===== src/rtl/chan_pkg.sv =====
package chan_pkg;
    localparam int PA_W   = 16;
    localparam int OFF_W  = 11;
    localparam int LO_A_W = 14;
    localparam int CNT_W  = 15;
    localparam int LO_C_W = 10;
    localparam int PN_W   = PA_W - OFF_W;
    localparam int DCR_W  = PN_W + 1;
    localparam int HI_A_W = PA_W - LO_A_W;
    localparam int HI_C_W = CNT_W - LO_C_W;
    localparam int ILC_W  = LO_C_W + LO_A_W;

    typedef enum logic [1:0] {
        ST_IDLE   = 2'd0,
        ST_WAIT   = 2'd1,
        ST_ACTIVE = 2'd2
    } ilc_state_t;
endpackage


===== src/rtl/chan_fsm.sv =====
module chan_fsm
    import chan_pkg::*;
(
    input  logic clk,
    input  logic rst,
    input  logic alert,
    input  logic ilc_load,
    output logic ilce
);
    ilc_state_t state_q, state_d;

    always_ff @(posedge clk) begin
        if (rst) state_q <= ST_IDLE;
        else     state_q <= state_d;
    end

    always_comb begin
        state_d = state_q;
        unique case (state_q)
            ST_IDLE, ST_WAIT, ST_ACTIVE: begin
                if (ilc_load)   state_d = ST_ACTIVE;
                else if (alert) state_d = ST_WAIT;
            end
            default: state_d = ST_IDLE;
        endcase
    end

    always_comb begin
        ilce = 1'b0;
        unique case (state_q)
            ST_ACTIVE: ilce = 1'b1;
            ST_IDLE, ST_WAIT: ilce = 1'b0;
            default: ilce = 1'b0;
        endcase
    end
endmodule


===== src/rtl/chan_chain_reg.sv =====
module chan_chain_reg
    import chan_pkg::*;
(
    input  logic             clk,
    input  logic             rst,
    input  logic             load,
    input  logic [DCR_W-1:0] word,
    input  logic             consume,
    output logic [DCR_W-1:0] dcr,
    output logic             pend
);
    always_ff @(posedge clk) begin
        if (rst) begin
            dcr  <= '0;
            pend <= 1'b0;
        end else begin
            if (load) dcr <= word;
            if (load)         pend <= 1'b1;
            else if (consume) pend <= 1'b0;
        end
    end
endmodule


===== src/rtl/chan_step.sv =====
module chan_step
    import chan_pkg::*;
(
    input  logic [PA_W-1:0]  addr,
    input  logic [CNT_W-1:0] cnt,
    input  logic             pend,
    input  logic [DCR_W-1:0] dcr,
    output logic [PA_W-1:0]  next_addr,
    output logic [CNT_W-1:0] next_cnt,
    output logic             jump,
    output logic             irq_req
);
    logic [PA_W-1:0] inc;

    always_comb begin
        inc       = addr + 1'b1;
        next_cnt  = cnt - 1'b1;
        jump      = pend && (inc[OFF_W-1:0] == '0);
        irq_req   = jump && dcr[DCR_W-1];
        next_addr = jump ? {dcr[PN_W-1:0], {OFF_W{1'b0}}} : inc;
    end
endmodule


===== src/rtl/chan_readback.sv =====
module chan_readback
    import chan_pkg::*;
(
    input  logic            clk,
    input  logic            rst,
    input  logic            req,
    input  logic [PA_W-1:0] addr,
    output logic            valid,
    output logic [PA_W-1:0] data
);
    localparam logic [PA_W-1:0] PA_MASK = {PA_W{1'b1}};

    always_ff @(posedge clk) begin
        if (rst) begin
            valid <= 1'b0;
            data  <= '0;
        end else begin
            valid <= req;
            if (req) data <= addr & PA_MASK;
        end
    end
endmodule


===== src/rtl/chan_addr_chain.sv =====
module chan_addr_chain
    import chan_pkg::*;
(
    input  logic              clk,
    input  logic              rst,
    input  logic              alert_i,
    input  logic              ilc_load_i,
    input  logic [ILC_W-1:0]  ilc_word_i,
    input  logic              mode_load_i,
    input  logic [HI_A_W-1:0] mode_hi_addr_i,
    input  logic [HI_C_W-1:0] mode_hi_cnt_i,
    input  logic              chain_load_i,
    input  logic [DCR_W-1:0]  chain_word_i,
    input  logic              step_i,
    input  logic              rd_req_i,
    output logic [PA_W-1:0]   addr_o,
    output logic [CNT_W-1:0]  count_o,
    output logic              ilce_o,
    output logic              chain_pend_o,
    output logic              zc_irq_o,
    output logic              rd_valid_o,
    output logic [PA_W-1:0]   rd_addr_o
);
    logic [PA_W-1:0]  addr_q, addr_d, step_addr;
    logic [CNT_W-1:0] cnt_q, cnt_d, step_cnt;
    logic [DCR_W-1:0] dcr;
    logic             pend, ilce, jump, irq_req, step_ok, irq_q;

    chan_fsm u_fsm (
        .clk      (clk),
        .rst      (rst),
        .alert    (alert_i),
        .ilc_load (ilc_load_i),
        .ilce     (ilce)
    );

    chan_chain_reg u_chain (
        .clk     (clk),
        .rst     (rst),
        .load    (chain_load_i),
        .word    (chain_word_i),
        .consume (step_ok && jump),
        .dcr     (dcr),
        .pend    (pend)
    );

    chan_step u_step (
        .addr      (addr_q),
        .cnt       (cnt_q),
        .pend      (pend),
        .dcr       (dcr),
        .next_addr (step_addr),
        .next_cnt  (step_cnt),
        .jump      (jump),
        .irq_req   (irq_req)
    );

    chan_readback u_rb (
        .clk   (clk),
        .rst   (rst),
        .req   (rd_req_i),
        .addr  (addr_q),
        .valid (rd_valid_o),
        .data  (rd_addr_o)
    );

    assign step_ok = step_i && ilce && !(alert_i || ilc_load_i || mode_load_i);

    always_comb begin
        addr_d = addr_q;
        cnt_d  = cnt_q;
        if (alert_i) begin
            addr_d = '0;
            cnt_d  = '0;
        end
        if (ilc_load_i) begin
            addr_d[LO_A_W-1:0] = ilc_word_i[LO_A_W-1:0];
            cnt_d[LO_C_W-1:0]  = ilc_word_i[ILC_W-1:LO_A_W];
        end
        if (mode_load_i) begin
            addr_d[PA_W-1:LO_A_W] = mode_hi_addr_i;
            cnt_d[CNT_W-1:LO_C_W] = mode_hi_cnt_i;
        end
        if (step_ok) begin
            addr_d = step_addr;
            cnt_d  = step_cnt;
        end
    end

    always_ff @(posedge clk) begin
        if (rst) begin
            addr_q <= '0;
            cnt_q  <= '0;
            irq_q  <= 1'b0;
        end else begin
            addr_q <= addr_d;
            cnt_q  <= cnt_d;
            irq_q  <= step_ok && irq_req;
        end
    end

    assign addr_o       = addr_q;
    assign count_o      = cnt_q;
    assign ilce_o       = ilce;
    assign chain_pend_o = pend;
    assign zc_irq_o     = irq_q;
endmodule


===== config.mk =====
export PLATFORM = sky130hd
export DESIGN_NAME = chan_addr_chain
export DESIGN_NICKNAME = d
export VERILOG_FILES = /design/src/rtl/chan_pkg.sv /design/src/rtl/chan_fsm.sv /design/src/rtl/chan_chain_reg.sv /design/src/rtl/chan_step.sv /design/src/rtl/chan_readback.sv /design/src/rtl/chan_addr_chain.sv
export SDC_FILE = /design/constraint.sdc
export NUM_CORES = 1
export LEC_CHECK = 0
export BUFFER_PORTS_ARGS = -buffer_cell sky130_fd_sc_hd__buf_4
export CORE_MARGIN = 3
export CORE_UTILIZATION = 29
export DETAILED_ROUTE_END_ITERATION = 16
export PLACE_DENSITY = 0.54
export SLEW_MARGIN = 30
export SYNTH_ARGS = -nofsm -noshare
export SYNTH_HDL_FRONTEND = slang
export SYNTH_SLANG_ARGS = --single-unit

===== constraint.sdc =====
create_clock -name clk -period 2.6 [get_ports clk]
set_input_delay 0.39 -clock clk [delete_from_list [all_inputs] [get_ports clk]]
set_output_delay 0.39 -clock clk [all_outputs]
set_load 0.005 [all_outputs]

==> results of run 1 <==
-- cells in the final DEF (no fill, tap or decap), types with 4 or more instances in the layout --
| cell | netlist | layout |
|---|---|---|
| buf_4 | 5 | 106 |
| nor2_1 | 60 | 60 |
| dfxtp_1 | 58 | 58 |
| nand2_1 | 24 | 24 |
| mux2i_1 | 23 | 23 |
| xnor2_1 | 17 | 17 |
| a22oi_1 | 17 | 17 |
| a21oi_1 | 13 | 13 |
| clkbuf_8 | 0 | 12 |
| xor2_1 | 10 | 10 |
| inv_1 | 9 | 9 |
| nor3_1 | 7 | 7 |
| nor4_1 | 7 | 7 |
| nand4_1 | 6 | 6 |
| nand3_1 | 6 | 6 |
| and3_1 | 5 | 5 |
| or3_1 | 4 | 4 |
| a222oi_1 | 4 | 4 |
-- worst register-to-register path, stage by stage, from the launching register on --
cell and delay (ns):
dfxtp_1 0.48, nand3_2 0.20, or4_4 0.55, o2bb2a_4 0.23, nand4_4 0.19, nor4b_1 0.21
or3_1 0.37
-- worst max-delay path by stage --
stage	startpoint	end	depth (start not counted)
after detailed placement	addr_o[3]	addr_o[11]	6
after floorplan	addr_o[0]	addr_o[12]	8
after global placement	addr_o[4]	addr_o[11]	6
after CTS	addr_o[3]	addr_o[11]	6
final	addr_o[3]	addr_o[11]	6
after global routing	addr_o[3]	addr_o[11]	6
-- cells in the mapped netlist, types with 2 or more instances --
cell type / instances / area share [%]
nor2_1: 60 / 7.6
dfxtp_1: 58 / 39
nand2_1: 24 / 3.1
mux2i_1: 23 / 7.8
a22oi_1: 17 / 4.3
xnor2_1: 17 / 5.0
a21oi_1: 13 / 2.2
clkbuf_1: 13 / 1.7
xor2_1: 10 / 3.0
inv_1: 9 / 1.1
nor3_1: 7 / 1.2
nor4_1: 7 / 1.5
nand3_1: 6 / 1.0
nand4_1: 6 / 1.3
and3_1: 5 / 1.1
buf_4: 5 / 1.3
a222oi_1: 4 / 1.4
buf_6: 4 / 1.5
or3_1: 4 / 0.85
a311oi_1: 3 / 0.89
ha_1: 3 / 1.3
nor2b_1: 3 / 0.64
nor4b_1: 3 / 0.89
or4_1: 3 / 0.76
a221oi_1: 2 / 0.59
buf_1: 2 / 0.25
nand3b_1: 2 / 0.51
o211ai_1: 2 / 0.51
o21ai_0: 2 / 0.34
-- where the power goes --
part,internal (mW),total [mW],switching [mW]
sequential,0.931,0.978,0.0473
combinational,0.174,0.327,0.153
clock,0.515,0.865,0.350
total,1.62,2.17,0.550
-- cell families after synthesis --
logic type,after synthesis,synth area share (%)
adders and majority gates,3,1.27
buffers and inverters,33,5.85
muxes,23,7.80
AOI/OAI and AO/OA,52,13.9
xor gates and xnor gates,27,8.01
and+or+nand+nor,141,23.8
DFF,58,39.3
-- layout make-up --
type | instances | share of cell area [%]
Clock buffer | 13 | 4.24
Clock inverter | 2 | 0.879
Inverter | 9 | 0.847
Multi-Input combinational cell | 246 | 40.8
Sequential cell | 58 | 29.1
Tap cell | 133 | 4.17
Timing Repair Buffer | 106 | 20.0
-- routing by layer --
metal / GRT usage, % / vias up
li1: - / 1381
met1: 20.4 / 1272
met2: 24.1 / 67
met3: 3.49 / 5
met4: 6.76 / 0
met5: 0 / -
-- registers in the layout (all words and copies together) (netlist names) --
| signal | flops |
|---|---|
| zc_irq_o | 1 |
| u_rb.valid | 1 |
| u_rb.data | 16 |
| u_chain.pend | 1 |
| u_chain.dcr | 6 |
| u_fsm.state_q | 2 |
| addr_o | 16 |
| count_o | 15 |
-- through the flow --
step | worst slack [ns] | area (sq um) | util (%)
floorplan | 0.251 | 2950 | -
global placement | 0.333 | 3780 | 38.5
detailed placement | 0.267 | 3780 | 38.5
CTS | 0.251 | 3990 | 40.6
global route | 0.117 | 3990 | 40.6
finish | 0.265 | 3990 | 40.6
==> flow_summary.ini, run 1 <==
[sta]
finalHoldViolations = 0
holdWs_ns = 0.292
rsz0062_at_grt = no
skew_ns = 0.00709
fin_crit_sh_pct = 89.8
final_max_slew_viol_count = 0
worst_pin_slew_ns = 0.531
slew_headroom_pct = 64.3
setup_violations = 0
setup_tns_ns = 0
max_freq_mhz = 428
min_period_ns = 2.33

[worst_setup_path]
cp.required_ns = 2.82
r2r_end = addr_o[11]
slowest_stage = or4_4
worstSetupEndpointType = flop
crit_arrival_ns = 2.56
crit_family = simple AND/OR/NAND/NOR gates
worst-r2r-setup-slack_ns = 0.27
crit_chain = nand3_2 -> or4_4 -> o2bb2a_4 -> nand4_4 -> nor4b_1 -> or3_1
crit_fanout = 13
crit_buf_inv = 0
cpPeakStageDelay_ns = 0.55
cp-start-kind = flop
crit_type = flop to flop
regToRegStartpoint = addr_o[3]
reg2reg_depth = 6

[floorplan]
die_h_um = 107
initial_core_util_pct = 30.1
num_rows = 36
core-area_sq_um = 9820
die_w_um = 107
pin_count = 96
dieArea_sq_um = 11400

[drt]
drc = 0
num_vias = 2725
routedWlPerCell_um = 15.2
wl_met3_um = 457
met2_length_mm = 4.05
drtAntennaViolNets = 0
post_drt_via_cell_ratio = 4.81
drt_iter0_drc = 146
top_layer = met4
drtPass1Iterations = 4
wl_met1_mm = 4.03
wl_mm = 8.60

[status]
status = complete, no violations

[global_route]
grt_pass1_wl_mm = 13.8
gr-usage-all-layers_pct = 15.4
first_global_vias = 2700
grt-ovfl-total = 0
antenna_found_initial = 0
grt_start_max_net_pins = 34

[final_layout]
fillers = 1046
fin_nets = 478
n_antenna_cell = 0
final-seq-area_sq_um = 1160
drive_above_1_share_pct = 29.7
multi_input_area_sq_um = 1630
syn_to_final_growth_pct = 35.0
instances_no_fill = 567

[placement]
dp_hpwl_mm = 6.12
gp_congestion = 0.853
numPortBuffers = 95
place_inst = 552

[cts]
ctsResizeCount = 0
path_clk_slew_ns = 0.07
tritoncts = built
hold_buffers = 0
cts_buffers = 9
root_buffer = clkbuf_8
cts.sink_count = 58
post_cts_buffers = 0
cts_buffer_depth = 2
clk-insertion-delay-late_ns = 0.33
htreeDepth = 3

[power]
p_per_area_nw_per_um2 = 544
irDropWorstVdd_mv = 0.220
p_total_mw = 2.17
power_leakage_nw = 1.73

[hold_path]
min_from = chain_word_i[4]
hold_class = input pin to flop
whs_path_depth = 3
hold_end = u_chain.dcr[4]

[synthesis]
synthArstFlopShare_pct = 0
syn_area_per_cell_sq_um = 8.76
syn_inst = 337
yosysWarnings = 0
yosysSeqAreaShare_pct = 39.3
syn_nets = 385
yosys_most_used_dff = dfxtp_1
ys_ff_latch = 58
yosysUniqueCellTypes = 49
synth-edff-count = 0
syn_area_sq_um = 2950

[run]
maxCapViolCount = 0
(Power assumes the default switching activity.)
==> inputs of run 2 (changes only) <==
ABC_AREA = 1   (was default)
PLACE_DENSITY = 0.53   (was 0.54)
==> flow_summary.ini, run 2 <==
[status]
status = complete, no violations

[floorplan]
die_h_um = 109
initial_core_util_pct = 30.6
dieArea_sq_um = 11800
pin_count = 96
core-area_sq_um = 10000
die_w_um = 109
num_rows = 36

[final_layout]
fin_nets = 594
fin_area_sq_um = 4130
syn_to_final_growth_pct = 35.0
fillers = 1073
n_antenna_cell = 0
final-seq-area_sq_um = 1160
multi_input_area_sq_um = 1640
final_common_cell = nand2_1
drive_above_1_share_pct = 23.6
layout_common_cells = nand2_1, buf_4, dfxtp_1

[sta]
final_max_slew_viol_count = 0
worst_pin_slew_ns = 0.772
max_freq_mhz = 495
finalHoldViolations = 0
rsz0062_at_grt = no
setup_violations = 0
worst_slack_ns = 0.581
skew_ns = 0.0110
min_period_ns = 2.02
setup_tns_ns = 0
fin_crit_sh_pct = 77.7
slew_headroom_pct = 48.5

[synthesis]
synth-compound-area-share_pct = 16.9
synth_top_family_by_area = simple AND/OR/NAND/NOR gates
synth_simple_gate_area_share_pct = 32.6
synthTopCellsByArea = dfxtp_1, nand2_1, nor2_1, o21ai_0, inv_1
syn_area_per_cell_sq_um = 6.71
synth_mux_area_share_pct = 0
yosysWarnings = 0
synth-edff-count = 0
yosysUniqueCellTypes = 32
synth_top_area_share_pct = 38.0
synth.most_common_cell = nand2_1
yosysSeqAreaShare_pct = 38.0
ys_ff_latch = 58
synth_top_area_cell = dfxtp_1
syn_inst = 456
synth-xor-area-share_pct = 2.86
syn_nets = 504
syn_area_sq_um = 3060
synthArstFlopShare_pct = 0
synth_adder_area_share_pct = 1.23
yosys_most_used_dff = dfxtp_1
synth_commonest_cells = nand2_1, dfxtp_1, nor2_1

[worst_setup_path]
crit_type = flop to flop
worst-r2r-setup-slack_ns = 0.58
reg2reg_depth = 12
r2r_end = addr_o[13]
worstSetupEndpointType = flop
cp-start-kind = flop
crit_arrival_ns = 2.26
regToRegStartpoint = addr_o[0]
cp.required_ns = 2.84
crit_fanout = 7

[hold_path]
whs_path_depth = 3
hold_class = input pin to flop
min_from = chain_word_i[0]
hold_end = u_chain.dcr[0]

[global_route]
first_global_vias = 3160
gr-usage-all-layers_pct = 16.9
antenna_found_initial = 0
grt-ovfl-total = 0
grt_pass1_wl_mm = 15.7
grt_start_max_net_pins = 30

[drt]
drt_iter0_drc = 165
num_vias = 3268
drtAntennaViolNets = 0
wl_mm = 9.84
drc = 0
post_drt_via_cell_ratio = 4.78
routedWlPerCell_um = 14.4
drtPass1Iterations = 4

[cts]
ctsResizeCount = 0
cts.sink_count = 58
cts_buffer_depth = 2
root_buffer = clkbuf_8
path_clk_slew_ns = 0.07
tritoncts = built
hold_buffers = 0
post_cts_buffers = 0
clk-insertion-delay-late_ns = 0.34
cts_buffers = 9
htreeDepth = 3

[placement]
dp_hpwl_mm = 7.30
placed_area_sq_um = 3880
dp_slack_ns = 0.429
gp_congestion = 0.848
numPortBuffers = 95

[power]
irDropWorstVdd_mv = 0.198
power_leakage_nw = 1.90
p_per_area_nw_per_um2 = 585

[run]
maxCapViolCount = 0
[run 2: cell types whose count changed after synthesis, sizes merged, moves of 5 or more]
cell / previous run / this run
or4: 5 / 0
a21oi: 13 / 33
nand3: 7 / 33
o21ai: 2 / 37
nand2: 24 / 114
and3: 6 / 0
inv: 9 / 48
xnor2: 17 / 4
mux2i: 23 / 0
nor4: 7 / 0
a31oi: 1 / 18
a22oi: 17 / 2
[run 2: power by group]
group	internal, mW	total [mW]	switching, mW
clock network	0.686	1.07	0.386
logic	0.167	0.353	0.186
registers	0.940	0.991	0.0512
total	1.79	2.42	0.622
[run 2: per-stage QoR]
step | hold slack (ns) | util (%) | power [mW] | instances
2_1_floorplan | 0.430 | - | 1.19 | 456
3_3_place_gp | 0.447 | 38.8 | 1.37 | 668
3_5_place_dp | 0.446 | 38.8 | 1.37 | 668
4_1_cts | 0.261 | 41.3 | 2.44 | 684
5_1_grt | 0.291 | 41.3 | 2.52 | 684
6_report | 0.276 | 41.3 | 2.42 | 684
[run 2: cells by family (layout without fill, tap and decap cells)]
kind of cell             Yosys count  in the layout
AND/OR/NAND/NOR                  224            224
XOR/XNOR                          10             10
AO/OA/AOI/OAI                     95             95
flip-flops                        58             58
adder cells (fa/ha/maj)            3              3
buffers and inverters             66            161
[run 2: metal layers]
metal	up-vias	wire (um)	track usage [%]
met3	13	473	3.14
met2	73	4720	27.4
met4	0	165	7.30
met5	-	0	0
li1	1677	-	-
met1	1505	4480	21.9
[run 2: worst max path at each step]
| stage | cells past startpoint | startpoint | slack, ns | end |
|---|---|---|---|---|
| 2_1_floorplan | 12 | addr_o[1] | 0.97 | addr_o[11] |
| 3_3_place_gp | 8 | ilc_load_i | 0.49 | u_chain.pend |
| 3_5_place_dp | 8 | ilc_load_i | 0.43 | u_chain.pend |
| 4_1_cts | 12 | addr_o[0] | 0.59 | addr_o[11] |
| 5_1_grt | 12 | addr_o[0] | 0.41 | addr_o[11] |
| 6_report | 12 | addr_o[0] | 0.58 | addr_o[13] |
[run 2: critical path, stage by stage (launching register included)]
cell,delay (ns)
dfxtp_1,0.47
ha_1,0.26
nand3_2,0.14
nor2_2,0.21
nand3_1,0.12
nand2_1,0.11
nand2_1,0.06
nor2_1,0.12
nand2_2,0.14
nand3_1,0.11
nand3_1,0.08
nand2_1,0.06
inv_1,0.04
[run 2: area by class of cell]
cell class                 count  area share (%)
sequential                    58            28.1
multi-input combinational    332            39.8
timing repair buffer          97            17.6
clock inverter                 5            2.42
inverter                      48            4.36
tap                          133            4.03
clock buffer                  11            3.67
==> inputs of run 3 (changes only) <==
clock period = 1.9 ns   (was 2.6 ns; I/O delays follow)
==> flow_summary.ini, run 3 (synthesis gave the netlist of run 2 again) <==
[power]
switching_share_pct = 29.1
power_frac_comb_pct = 16.5
p_per_area_nw_per_um2 = 719
switchingPower_uw = 877
p_total_mw = 3.02
seq_power_share_pct = 44.9
irDropWorstVdd_mv = 0.299
power_leakage_nw = 1.92
clock_power_share_pct = 38.5
p_int_mw = 2.14

[run]
maxCapViolCount = 0

[worst_setup_path]
cpPeakStageDelay_ns = 0.47
crit_chain = nand3_2 -> nor2_4 -> nand2_1 -> nand2_1 -> nand2_4 -> nor2_2 -> nand2_2 -> nand3_1 -> nand3_1 -> nand2_1 -> inv_1
worstSetupEndpointType = flop
crit_top_cell = nand2_1
cp-start-kind = flop
crit_arrival_ns = 1.95
cp.required_ns = 2.15
slowest_stage = dfxtp_2
crit_type = flop to flop
crit_fanout = 8

[placement]
numPortBuffers = 95
gp_congestion = 0.918
dp_hpwl_mm = 7.41
dp_slack_ns = -0.0489

[drt]
drc = 0
drtPass1Iterations = 4
post_drt_via_cell_ratio = 4.70
num_vias = 3261
drtAntennaViolNets = 0
wl_met3_um = 435
wl_mm = 9.76
met2_length_mm = 4.53
top_layer = met4
wl_met1_mm = 4.60
drt_iter0_drc = 127
routedWlPerCell_um = 14.1

[floorplan]
initial_core_util_pct = 30.6
die_h_um = 109
pin_count = 96
num_rows = 36
dieArea_sq_um = 11800
die_w_um = 109
core-area_sq_um = 10000

[sta]
min_period_ns = 1.71
slew_headroom_pct = 70.7
max_freq_mhz = 586
skew_ns = 0.00809
finalHoldViolations = 0
setup_violations = 0
fin_crit_sh_pct = 89.8
worst_slack_ns = 0.194
final_max_slew_viol_count = 0
worst_pin_slew_ns = 0.439

[global_route]
grt_pass1_wl_mm = 15.5
grt_start_max_net_pins = 30
grt-ovfl-total = 0
antenna_found_initial = 0
gr-usage-all-layers_pct = 16.7
first_global_vias = 3179

[status]
status = complete, no violations

[cts]
hold_buffers = 0
cts_buffer_depth = 2
path_clk_slew_ns = 0.08
tritoncts = built
clk-insertion-delay-late_ns = 0.34
cts_buffers = 9
root_buffer = clkbuf_8
cts.sink_count = 58
htreeDepth = 3

[final_layout]
syn_to_final_growth_pct = 37.1
n_antenna_cell = 0
fin_util_pct = 41.9
layout_common_cells = nand2_1, buf_4, dfxtp_1
fin_nets = 604
final_common_cell = nand2_1
multi_input_area_sq_um = 1670
fillers = 1125
final-seq-area_sq_um = 1160
drive_above_1_share_pct = 26.6

[hold_path]
hold_class = input pin to flop
[run 3: cell count changes in the layout (fill, tap and decap cells not counted), moves of 3 or more]
| cell | before | now |
|---|---|---|
| buf_4 | 97 | 106 |
| clkinv_4 | 0 | 4 |
| dfxtp_2 | 0 | 3 |
| dfxtp_1 | 58 | 55 |
[run 3: area by class of cell]
type                            count  area share (%)
Clock inverter                      7            1.91
Tap cell                          133            3.97
Clock buffer                        9            2.95
Timing Repair Buffer              107            19.2
Sequential cell                    58            27.8
Multi-Input combinational cell    332            39.9
Inverter                           48            4.30
[run 3: power by group through the flow]
stage / sequential (mW) / clock (mW) / combinational, mW
after global routing: 1.37 / 1.24 / 0.561
after CTS: 1.36 / 1.20 / 0.501
after global placement: 1.38 / 0 / 0.498
final: 1.36 / 1.16 / 0.498
after detailed placement: 1.38 / 0 / 0.499
after floorplan: 1.37 / 0 / 0.255
[run 3: layer usage]
metal / up-vias / global-route usage, %
met2: 74 / 26.9
li1: 1693 / -
met1: 1480 / 22.1
met5: - / 0
met4: 0 / 6.22
met3: 14 / 3.37
[run 3: what timing repair did]
item,CTS,global route
gates resized for setup,1,11
buffers inserted,0,3
pin swaps,0,1
setup endpoints to repair,5,10
[run 3: final timing paths]
path	from	slack, ns	cells past startpoint	end
setup / recovery	addr_o[2]	0.19	11	addr_o[11]
hold / removal	chain_word_i[0]	0.16	3	u_chain.dcr[0]
setup reg to reg	addr_o[2]	0.19	11	addr_o[11]
hold reg to reg	u_chain.dcr[5]	0.46	2	zc_irq_o
[run 3: critical path: cells and delay by family (launching register included)]
kind	cells	cell delay, ns
buffers and inverters	1	0.04
and+or+nand+nor	10	1.13
DFF	1	0.47
[run 3: through the flow]
step / cell area, sq um / TNS (ns) / hold slack (ns) / cells
final: 4190 / 0 / 0.162 / 694
after global routing: 4190 / -0.00313 / 0.168 / 694
after CTS: 4140 / 0 / 0.144 / 691
after detailed placement: 3930 / -0.203 / 0.448 / 675
after global placement: 3930 / -0.235 / 0.450 / 675
after floorplan: 3060 / 0 / 0.420 / 456
